[src/rtl/mmio_sel_pkg.sv]
`timescale 1ns/1ps
package mmio_sel_pkg;

    typedef enum logic [1:0] {
        SEL_ONEHOT = 2'd0,
        SEL_BINARY = 2'd1,
        SEL_PREFIX = 2'd2
    } sel_mode_e;

    // Width of the select field for a given encoding.
    function automatic int sel_width(sel_mode_e mode, int n_dev, int pfx_w);
        int w;
        case (mode)
            SEL_ONEHOT: w = n_dev;
            SEL_BINARY: w = (n_dev <= 2) ? 1 : $clog2(n_dev);
            default:    w = pfx_w;
        endcase
        return w;
    endfunction

    // Mask that keeps the top 'len' bits of a pfx_w wide field.
    function automatic int pfx_mask(int len, int pfx_w);
        return ((1 << len) - 1) << (pfx_w - len);
    endfunction

endpackage

[src/rtl/mmio_addr_split.sv]
`timescale 1ns/1ps
module mmio_addr_split #(
    parameter int ADDR_W = 16,
    parameter int IO_BIT = 15,
    parameter int SEL_W  = 4,
    parameter int CTRL_W = 4,
    localparam int FLD_W = 1 + SEL_W + CTRL_W
) (
    input  logic [ADDR_W-1:0] addr,
    output logic [FLD_W-1:0]  fld
);
    // Field order: io flag, select field, control field.
    assign fld = {addr[IO_BIT], addr[IO_BIT-1 -: SEL_W], addr[CTRL_W-1:0]};

    logic unused_addr_bits;
    assign unused_addr_bits = ^addr;
endmodule

[src/rtl/mmio_sel_decode.sv]
`timescale 1ns/1ps
module mmio_sel_decode
    import mmio_sel_pkg::*;
#(
    parameter sel_mode_e MODE    = SEL_PREFIX,
    parameter int        NUM_DEV = 4,
    parameter int        SEL_W   = 4,
    parameter int        PFX_W   = 4,
    parameter logic [NUM_DEV-1:0][PFX_W-1:0] PFX_CODE = '0,
    parameter logic [NUM_DEV-1:0][7:0]       PFX_LEN  = '0
) (
    input  logic [SEL_W-1:0]   sel,
    output logic [NUM_DEV-1:0] hit,
    output logic               err
);
    generate
        if (MODE == SEL_ONEHOT) begin : g_onehot
            assign hit = $onehot(sel) ? sel : '0;
            assign err = !$onehot(sel);
        end else if (MODE == SEL_BINARY) begin : g_binary
            for (genvar i = 0; i < NUM_DEV; i++) begin : g_cmp
                assign hit[i] = (sel == SEL_W'(i));
            end
            assign err = (int'(sel) >= NUM_DEV);
        end else begin : g_prefix
            logic [NUM_DEV-1:0] match;
            for (genvar i = 0; i < NUM_DEV; i++) begin : g_cmp
                localparam logic [PFX_W-1:0] MSK =
                    PFX_W'(pfx_mask(int'(PFX_LEN[i]), PFX_W));
                assign match[i] = ((sel ^ PFX_CODE[i]) & MSK) == '0;
            end
            // Longest matching code wins, so a table that is not prefix-free
            // still resolves to a single device.
            always_comb begin
                int best_len;
                best_len = 0;
                hit      = '0;
                err      = 1'b1;
                for (int i = 0; i < NUM_DEV; i++) begin
                    if (match[i] && int'(PFX_LEN[i]) > best_len) begin
                        best_len = int'(PFX_LEN[i]);
                        hit      = '0;
                        hit[i]   = 1'b1;
                        err      = 1'b0;
                    end
                end
            end
        end
    endgenerate
endmodule

[src/rtl/mmio_share_latch.sv]
`timescale 1ns/1ps
module mmio_share_latch #(
    parameter int DATA_W = 8
) (
    input  logic              clk,
    input  logic              rst,
    input  logic              ld,
    input  logic [DATA_W-1:0] d,
    output logic [DATA_W-1:0] q
);
    always_ff @(posedge clk) begin
        if (rst)     q <= '0;
        else if (ld) q <= d;
    end

    // a load strobe captures the bus data
    p_load_r7: assert property (@(posedge clk) disable iff (rst)
        ld |=> (q == $past(d)));

    // without a load the held value does not move
    p_hold_r8: assert property (@(posedge clk) disable iff (rst)
        !ld |=> $stable(q));
endmodule

[src/rtl/mmio_sel_decoder.sv]
`timescale 1ns/1ps
module mmio_sel_decoder
    import mmio_sel_pkg::*;
#(
    parameter int        ADDR_W  = 16,
    parameter int        DATA_W  = 8,
    parameter int        NUM_DEV = 4,
    parameter int        CTRL_W  = 4,
    parameter int        IO_BIT  = ADDR_W - 1,
    parameter int        PFX_W   = 4,
    parameter sel_mode_e MODE    = SEL_PREFIX,
    parameter logic [NUM_DEV-1:0] GUARD_MASK = 4'b0101,
    parameter logic [NUM_DEV-1:0][PFX_W-1:0] PFX_CODE =
        {4'b1110, 4'b1100, 4'b1000, 4'b0000},
    parameter logic [NUM_DEV-1:0][7:0] PFX_LEN =
        {8'd4, 8'd3, 8'd2, 8'd1}
) (
    input  logic                      clk,
    input  logic                      rst,
    input  logic [ADDR_W-1:0]         addr,
    input  logic                      wr_stb,
    input  logic                      rd_stb,
    input  logic [DATA_W-1:0]         wdata,
    output logic [NUM_DEV-1:0]        guard_en,
    output logic [CTRL_W-1:0]         dev_ctrl,
    output logic [NUM_DEV-1:0]        shr_oe,
    output logic [NUM_DEV*DATA_W-1:0] shr_q,
    output logic                      dec_err
);
    localparam int SEL_W = sel_width(MODE, NUM_DEV, PFX_W);
    localparam int FLD_W = 1 + SEL_W + CTRL_W;

    typedef struct packed {
        logic              io;
        logic [SEL_W-1:0]  sel;
        logic [CTRL_W-1:0] ctrl;
    } fld_t;

    logic [FLD_W-1:0]   fld_raw;
    fld_t               f;
    logic [NUM_DEV-1:0] hit_raw, hit, sh_hit, ld;
    logic               err_raw;

    mmio_addr_split #(
        .ADDR_W (ADDR_W),
        .IO_BIT (IO_BIT),
        .SEL_W  (SEL_W),
        .CTRL_W (CTRL_W)
    ) u_split (
        .addr (addr),
        .fld  (fld_raw)
    );

    assign f = fld_t'(fld_raw);

    mmio_sel_decode #(
        .MODE     (MODE),
        .NUM_DEV  (NUM_DEV),
        .SEL_W    (SEL_W),
        .PFX_W    (PFX_W),
        .PFX_CODE (PFX_CODE),
        .PFX_LEN  (PFX_LEN)
    ) u_dec (
        .sel (f.sel),
        .hit (hit_raw),
        .err (err_raw)
    );

    // Only I/O cycles may select anything.
    assign hit      = f.io ? hit_raw : '0;
    assign dec_err  = f.io & err_raw;
    assign guard_en = hit & GUARD_MASK;
    assign sh_hit   = hit & ~GUARD_MASK;
    assign shr_oe   = rd_stb ? sh_hit : '0;
    assign ld       = wr_stb ? sh_hit : '0;
    assign dev_ctrl = (|sh_hit) ? f.ctrl : '0;

    generate
        for (genvar i = 0; i < NUM_DEV; i++) begin : g_dev
            if (GUARD_MASK[i]) begin : g_guarded
                assign shr_q[i*DATA_W +: DATA_W] = '0;
            end else begin : g_shared
                mmio_share_latch #(.DATA_W(DATA_W)) u_hold (
                    .clk (clk),
                    .rst (rst),
                    .ld  (ld[i]),
                    .d   (wdata),
                    .q   (shr_q[i*DATA_W +: DATA_W])
                );
            end
        end
    endgenerate

    // non-I/O cycles leave every device untouched
    p_no_io_r1: assert property (@(posedge clk) disable iff (rst)
        !addr[IO_BIT] |-> (guard_en == '0 && shr_oe == '0 && !dec_err && dev_ctrl == '0));

    // at most one enable of any kind
    p_one_enable_r5: assert property (@(posedge clk) disable iff (rst)
        $onehot0({guard_en, shr_oe}));

    // control bits never accompany a guarded selection
    p_ctrl_guard_r6: assert property (@(posedge clk) disable iff (rst)
        (guard_en != '0) |-> (dev_ctrl == '0));

    // tri-state enables only during a read
    p_oe_read_r9: assert property (@(posedge clk) disable iff (rst)
        (shr_oe != '0) |-> rd_stb);

    // an unknown code selects nothing
    p_err_quiet_r10: assert property (@(posedge clk) disable iff (rst)
        dec_err |-> (guard_en == '0 && shr_oe == '0 && dev_ctrl == '0));
endmodule

[config.mk]
export PLATFORM = sky130hd
export DESIGN_NAME = mmio_sel_decoder
export DESIGN_NICKNAME = d
export VERILOG_FILES = /design/src/rtl/mmio_sel_pkg.sv /design/src/rtl/mmio_addr_split.sv /design/src/rtl/mmio_sel_decode.sv /design/src/rtl/mmio_share_latch.sv /design/src/rtl/mmio_sel_decoder.sv
export SDC_FILE = /design/constraint.sdc
export NUM_CORES = 1
export LEC_CHECK = 0
export CORE_UTILIZATION = 36
export DETAILED_ROUTE_END_ITERATION = 8
export PLACE_DENSITY_LB_ADDON = 0.08
export SLEW_MARGIN = 40
export SYNTH_ARGS = -nofsm -noshare
export SYNTH_HDL_FRONTEND = slang
export SYNTH_SLANG_ARGS = --single-unit
[constraint.sdc]
create_clock -name clk -period 3.39 [get_ports clk]
set_clock_uncertainty 0.05 [all_clocks]
set_input_delay 1.017 -clock clk [delete_from_list [all_inputs] [get_ports clk]]
set_output_delay 1.017 -clock clk [all_outputs]
set_load 0.05 [all_outputs]
Word level (Yosys, flattened, before mapping)
Cells that the tools add are included.
Storage, ports and cells
  input port bits: 28
  word-level logic and storage cells: 32
  output and inout port bits: 45
  flip-flop bits (word level): 16
Cells by class
  reduce and logical (&&, ||, !) cells: 8
  mux-type cells: 15
  $lt $le $gt $ge: 3
  bitwise gates (word level): 4
Operators with widths (number)
  $gt 3x32->1 const A: 2
  $mux 32: 2
  $gt 4x32->1 const A: 1
  $mux 4: 7
  $logic_not 4->1: 4
  $mux 1: 6
  $logic_and 1x1->1: 3
  $not 3->3: 1
  $not 2->2: 1
  $reduce_or 2->1: 1
  $and 1x1->1: 1
  $not 1->1: 1

Logic depth before layout (Yosys ltp)
  depth in word-level cells: 14
  mapped depth: 4
  gate-level depth less buffers: 3

Modules after synthesis
From an unflattened synthesis, not the netlist that was laid out.
Second synthesis, totals
  cells, all modules: 99
  area, all modules: 929.6 µm²
Modules (own cells, without submodules)
  mmio_share_latch: sequential area each 160.2 µm², instances 2, area an instance 285.3 µm², cells an instance 26
  mmio_sel_decoder: sequential area each 0.0 µm², instances 1, area an instance 252.7 µm², cells an instance 33
  mmio_addr_split: sequential area each 0.0 µm², instances 1, area an instance 67.6 µm², cells an instance 9
  mmio_sel_decode: sequential area each 0.0 µm², instances 1, area an instance 38.8 µm², cells an instance 5

Worst setup path after synthesis
No wires, ideal clock.
  path kind: input to output
  start point: input addr[15]
  end point: output guard_en[2]
  setup slack: 87 ps
  path buffers: 0
  data required time: 2323 ps
  data arrival time: 2236 ps
  stages: 2
  path through: nand2_1 -> nor3b_1
Between the ends
  word-level cells in the longest chain between the ends: 1
Ends and longest elaborated chain
  start: declaration: line mmio_sel_decoder.sv:20  | input logic [ADDR_W-1:0] addr,
  $mux 4: line mmio_sel_decoder.sv:70  | assign hit = f.io ? hit_raw : '0;
  end: declaration: line mmio_sel_decoder.sv:24  | output logic [NUM_DEV-1:0] guard_en,
No other way between the ends.

Worst setup path in the final report
  start point: input addr[13]
  end point: output guard_en[2]
Between the ends
  word-level cells in the longest chain between the ends: 10
  elaborated cells between the ends (all ways): 15
  classes of those cells: order compare (2); mux (5); bitwise (2); reduce/logical (6)
Ends and longest elaborated chain
  $logic_not 4->1: line mmio_sel_decode.sv:30  | assign match[i] = ((sel ^ PFX_CODE[i]) & MSK) == '0;
  $logic_and 1x1->1: line mmio_sel_decode.sv:40  | if (match[i] && int'(PFX_LEN[i]) > best_len) begin
  $mux 32: line mmio_sel_decode.sv:40
  $gt 3x32->1: line mmio_sel_decode.sv:40
  $logic_and 1x1->1: line mmio_sel_decode.sv:40
  $mux 32: line mmio_sel_decode.sv:40
  $gt 4x32->1: line mmio_sel_decode.sv:40
  $logic_and 1x1->1: line mmio_sel_decode.sv:40
  $mux 4 *: line mmio_sel_decode.sv:40
  $mux 4 *: line mmio_sel_decoder.sv:70
Every way passes the cells marked *; elsewhere a longest branch is shown, timed or not.

==> run_results.csv <==
group,metric,value,unit
synthesis,yosys.cell_types.count,21,
critical_path,critPathLaunchType,"primary input",
cells_and_area,most-common-layout-cells,"clkdlybuf4s50_1 (36), conb_1 (20), nand2b_1 (17)",
timing,drv_slew,0,
timing,maxSlewHeadroom,0.652,
power,pwr_density,288,mW/mm²
cells_and_area,mostFrequentLayoutCell,"clkdlybuf4s50_1",
worst_hold_path,min_path_type,"flop to flop",
timing,finalCriticalPeriod,3.27,ns
routing,drt_iter0_markers,7,
synthesis,seq_area_frac_synth,0.329,
grt,grt_pass1_vias,846,
critical_path,crit_path_start,"addr[13]",
cts,cts.repair.resized,0,
cells_and_area,area_growth_syn_to_layout,55.5,%
grt,grt-ovfl-total,0,
critical_path,rr_worst_depth,2,
routing,num_vias,825,
critical_path,crit_fanout,7,
floorplan,initial_core_util,0.385,
cts,cts-buffers-inserted,3,
cts,clk_transition_reported_paths,0.09,ns
cts,cts_tree,"built",
synthesis,ys.warnings.count,0,
grt,grt_start_max_net_pins,15,
routing,drc_errors_left,0,
routing,antenna_violating_nets_post_route,0,
timing,worstMarginPinSlew,0.520,ns
critical_path,path_cells,"clkdlybuf4s50_1 > nor3b_1 > buf_12",
synthesis,netlist_top_cells_area,"dfxtp_1 (33%), buf_4 (15%), nand2b_1 (11%), mux2i_1 (8.2%), a21oi_2 (7.2%)",
synthesis,yosys.area.top_type_share,0.329,
critical_path,path_class,"primary input to output pin",
cts,post_cts_hold_buffer_count,0,
floorplan,i_o_pin_count,73,
grt,grt_antenna_before_repair,0,
grt,globalRouteTotalUtil,0.157,
routing,post_drt_wl_per_cell,11.0,µm
critical_path,slowest_stage,"clkdlybuf4s50_1",
power,fin_total_pwr,435,µW
floorplan,die_w,54.0,µm
grt,grt_pass1_wl,3.33,mm
routing,detail_route.wirelength,2.06,mm
floorplan,floorplan.core_area,0.00252,mm²
power,p_leak,0.000586,µW
critical_path,critical-path-max-stage-delay,0.62,ns
critical_path,worstReg2RegEnd,"g_dev[1].g_shared.u_hold.q[0]$_SDFFE_PP0P_",
timing,fin_crit_sh,0.965,
cells_and_area,finish.net_count,187,
critical_path,worstPathBufferInverterCount,2,
placement,post-place-cells,184,
job,maxCapViolations,0,
placement,place.detailed.hpwl,1.78,mm
floorplan,die_area,0.00291,mm²
timing,setup_viol,0,
cells_and_area,registers.top_by_ff_count,"g_dev.g_shared.u_hold.q",
critical_path,rr_startpoint,"g_dev[1].g_shared.u_hold.q[0]$_SDFFE_PP0P_",
cts,cts_root_buffer,"clkbuf_4",
synthesis,syn-instance-count,108,
cells_and_area,drive_gt1_frac,0.223,
critical_path,ff2ff_setup_slack,2.72,ns
floorplan,die_y,54.0,µm
critical_path,path_delay_family,"buffers and inverters",
critical_path,critPathArrivalTime,2.21,ns
cts,cts_buffer_depth,2,
worst_hold_path,hold_depth,2,
worst_hold_path,holdPathEnd,"g_dev[3].g_shared.u_hold.q[2]$_SDFFE_PP0P_",
floorplan,placement_rows,18,
synthesis,synth_largest_area_cell,"dfxtp_1",
placement,placement.io_buffers,45,
critical_path,worst_setup_path_end_kind,"output pin",
cts,post_cts_setup_bufs,0,
timing,setup_tns,0,ns
routing,vias_per_cell,4.41,
placement,gpl_congestion,0.725,
synthesis,post_synth_instance_area,972,µm²
timing,fmaxAchievable,306,MHz
critical_path,timing.critical_path.required,2.32,ns
run_status,status,"complete, no violations",
placement,placedInstanceArea,0.00149,mm²
synthesis,post_synth.cell_area_avg,9.00,µm²
cells_and_area,diodes,0,
cells_and_area,post-route-cell-area,0.00151,mm²
cts,cts.sinks,16,
cells_and_area,final_cells,187,
worst_hold_path,holdCritStartpoint,"g_dev[3].g_shared.u_hold.q[2]$_SDFFE_PP0P_",
timing,hold_violations,0,
power,ir_worst_vdd,0.000207,V
cells_and_area,biggestRegsByFlops,"g_dev.g_shared.u_hold.q: 16 flops",
cells_and_area,largest_register_ff_count,16,
routing,drt_pass1_iterations,4,
synthesis,ys_ff_latch,16,
cts,clk_latency,0.27,ns
cts,h_tree_depth,1,
timing,grt_setup_unrepaired,"no",
power by group:
group          internal [µW]  total (µW)  leakage, µW  switching [µW]
clock network           41.1        96.8    0.0000138            55.7
logic                   50.6         147     0.000443            96.3
registers                190         192     0.000129            1.30
through the flow:
stage               hold WS [ns]  setup slack, ns  utilization
finish                     0.425            0.118        0.599
global route               0.448           0.0264        0.599
CTS                        0.427            0.102        0.599
detailed placement         0.413            0.102        0.590
global placement           0.408            0.113        0.590
floorplan                  0.643           0.0873            -
cell usage after synthesis:
| master | instances |
|---|---|
| nand2b_1 | 17 |
| a21oi_1 | 1 |
| a21oi_2 | 8 |
| clkbuf_1 | 1 |
| buf_4 | 20 |
| nand2_1 | 12 |
| buf_6 | 1 |
| mux2i_1 | 8 |
| nand3_1 | 1 |
| nor2_8 | 1 |
| and2_1 | 4 |
| nor2_1 | 2 |
| and4b_1 | 1 |
| nand4b_4 | 1 |
| buf_2 | 1 |
| dfxtp_1 | 16 |
| nor3b_1 | 2 |
| nand4b_1 | 1 |
| nor2b_1 | 1 |
| conb_1 | 1 |
| nand2_2 | 8 |
tightest hold or removal path, stage by stage (launching register included):
cell and delay, ns:
dfxtp_1 0.32, nand2b_1 0.06, mux2i_1 0.05
routing by layer:
| layer | share of wire | up-vias | global-route usage |
|---|---|---|---|
| li1 | - | 406 | - |
| met1 | 0.39 | 375 | 0.171 |
| met2 | 0.51 | 40 | 0.282 |
| met3 | 0.088 | 4 | 0.0508 |
| met4 | 0.012 | 0 | 0.0526 |
| met5 | 0 | - | 0 |
kinds of logic after synthesis:
kind of cell / synth area share
DFF: 0.329
other: 0.00386
muxes: 0.0824
buffers and inverters: 0.175
AOI/OAI and AO/OA: 0.0772
and+or+nand+nor: 0.332
cell type report:
type	instances	area [µm²]
fill	250	1010
timing repair buffer	50	578
multi-input combinational	88	553
sequential	16	320
tap	30	37.5
clock buffer	3	22.5
worst max path at each step:
stage                       end  slack (ns)  cells past startpoint
floorplan           guard_en[2]        0.09                      2
global placement    guard_en[2]        0.11                      3
detailed placement  dev_ctrl[2]        0.10                      5
CTS                 dev_ctrl[2]        0.10                      5
global route        dev_ctrl[1]        0.03                      5
finish              guard_en[2]        0.12                      3
Note: power is estimated with default switching activity, not from simulation.
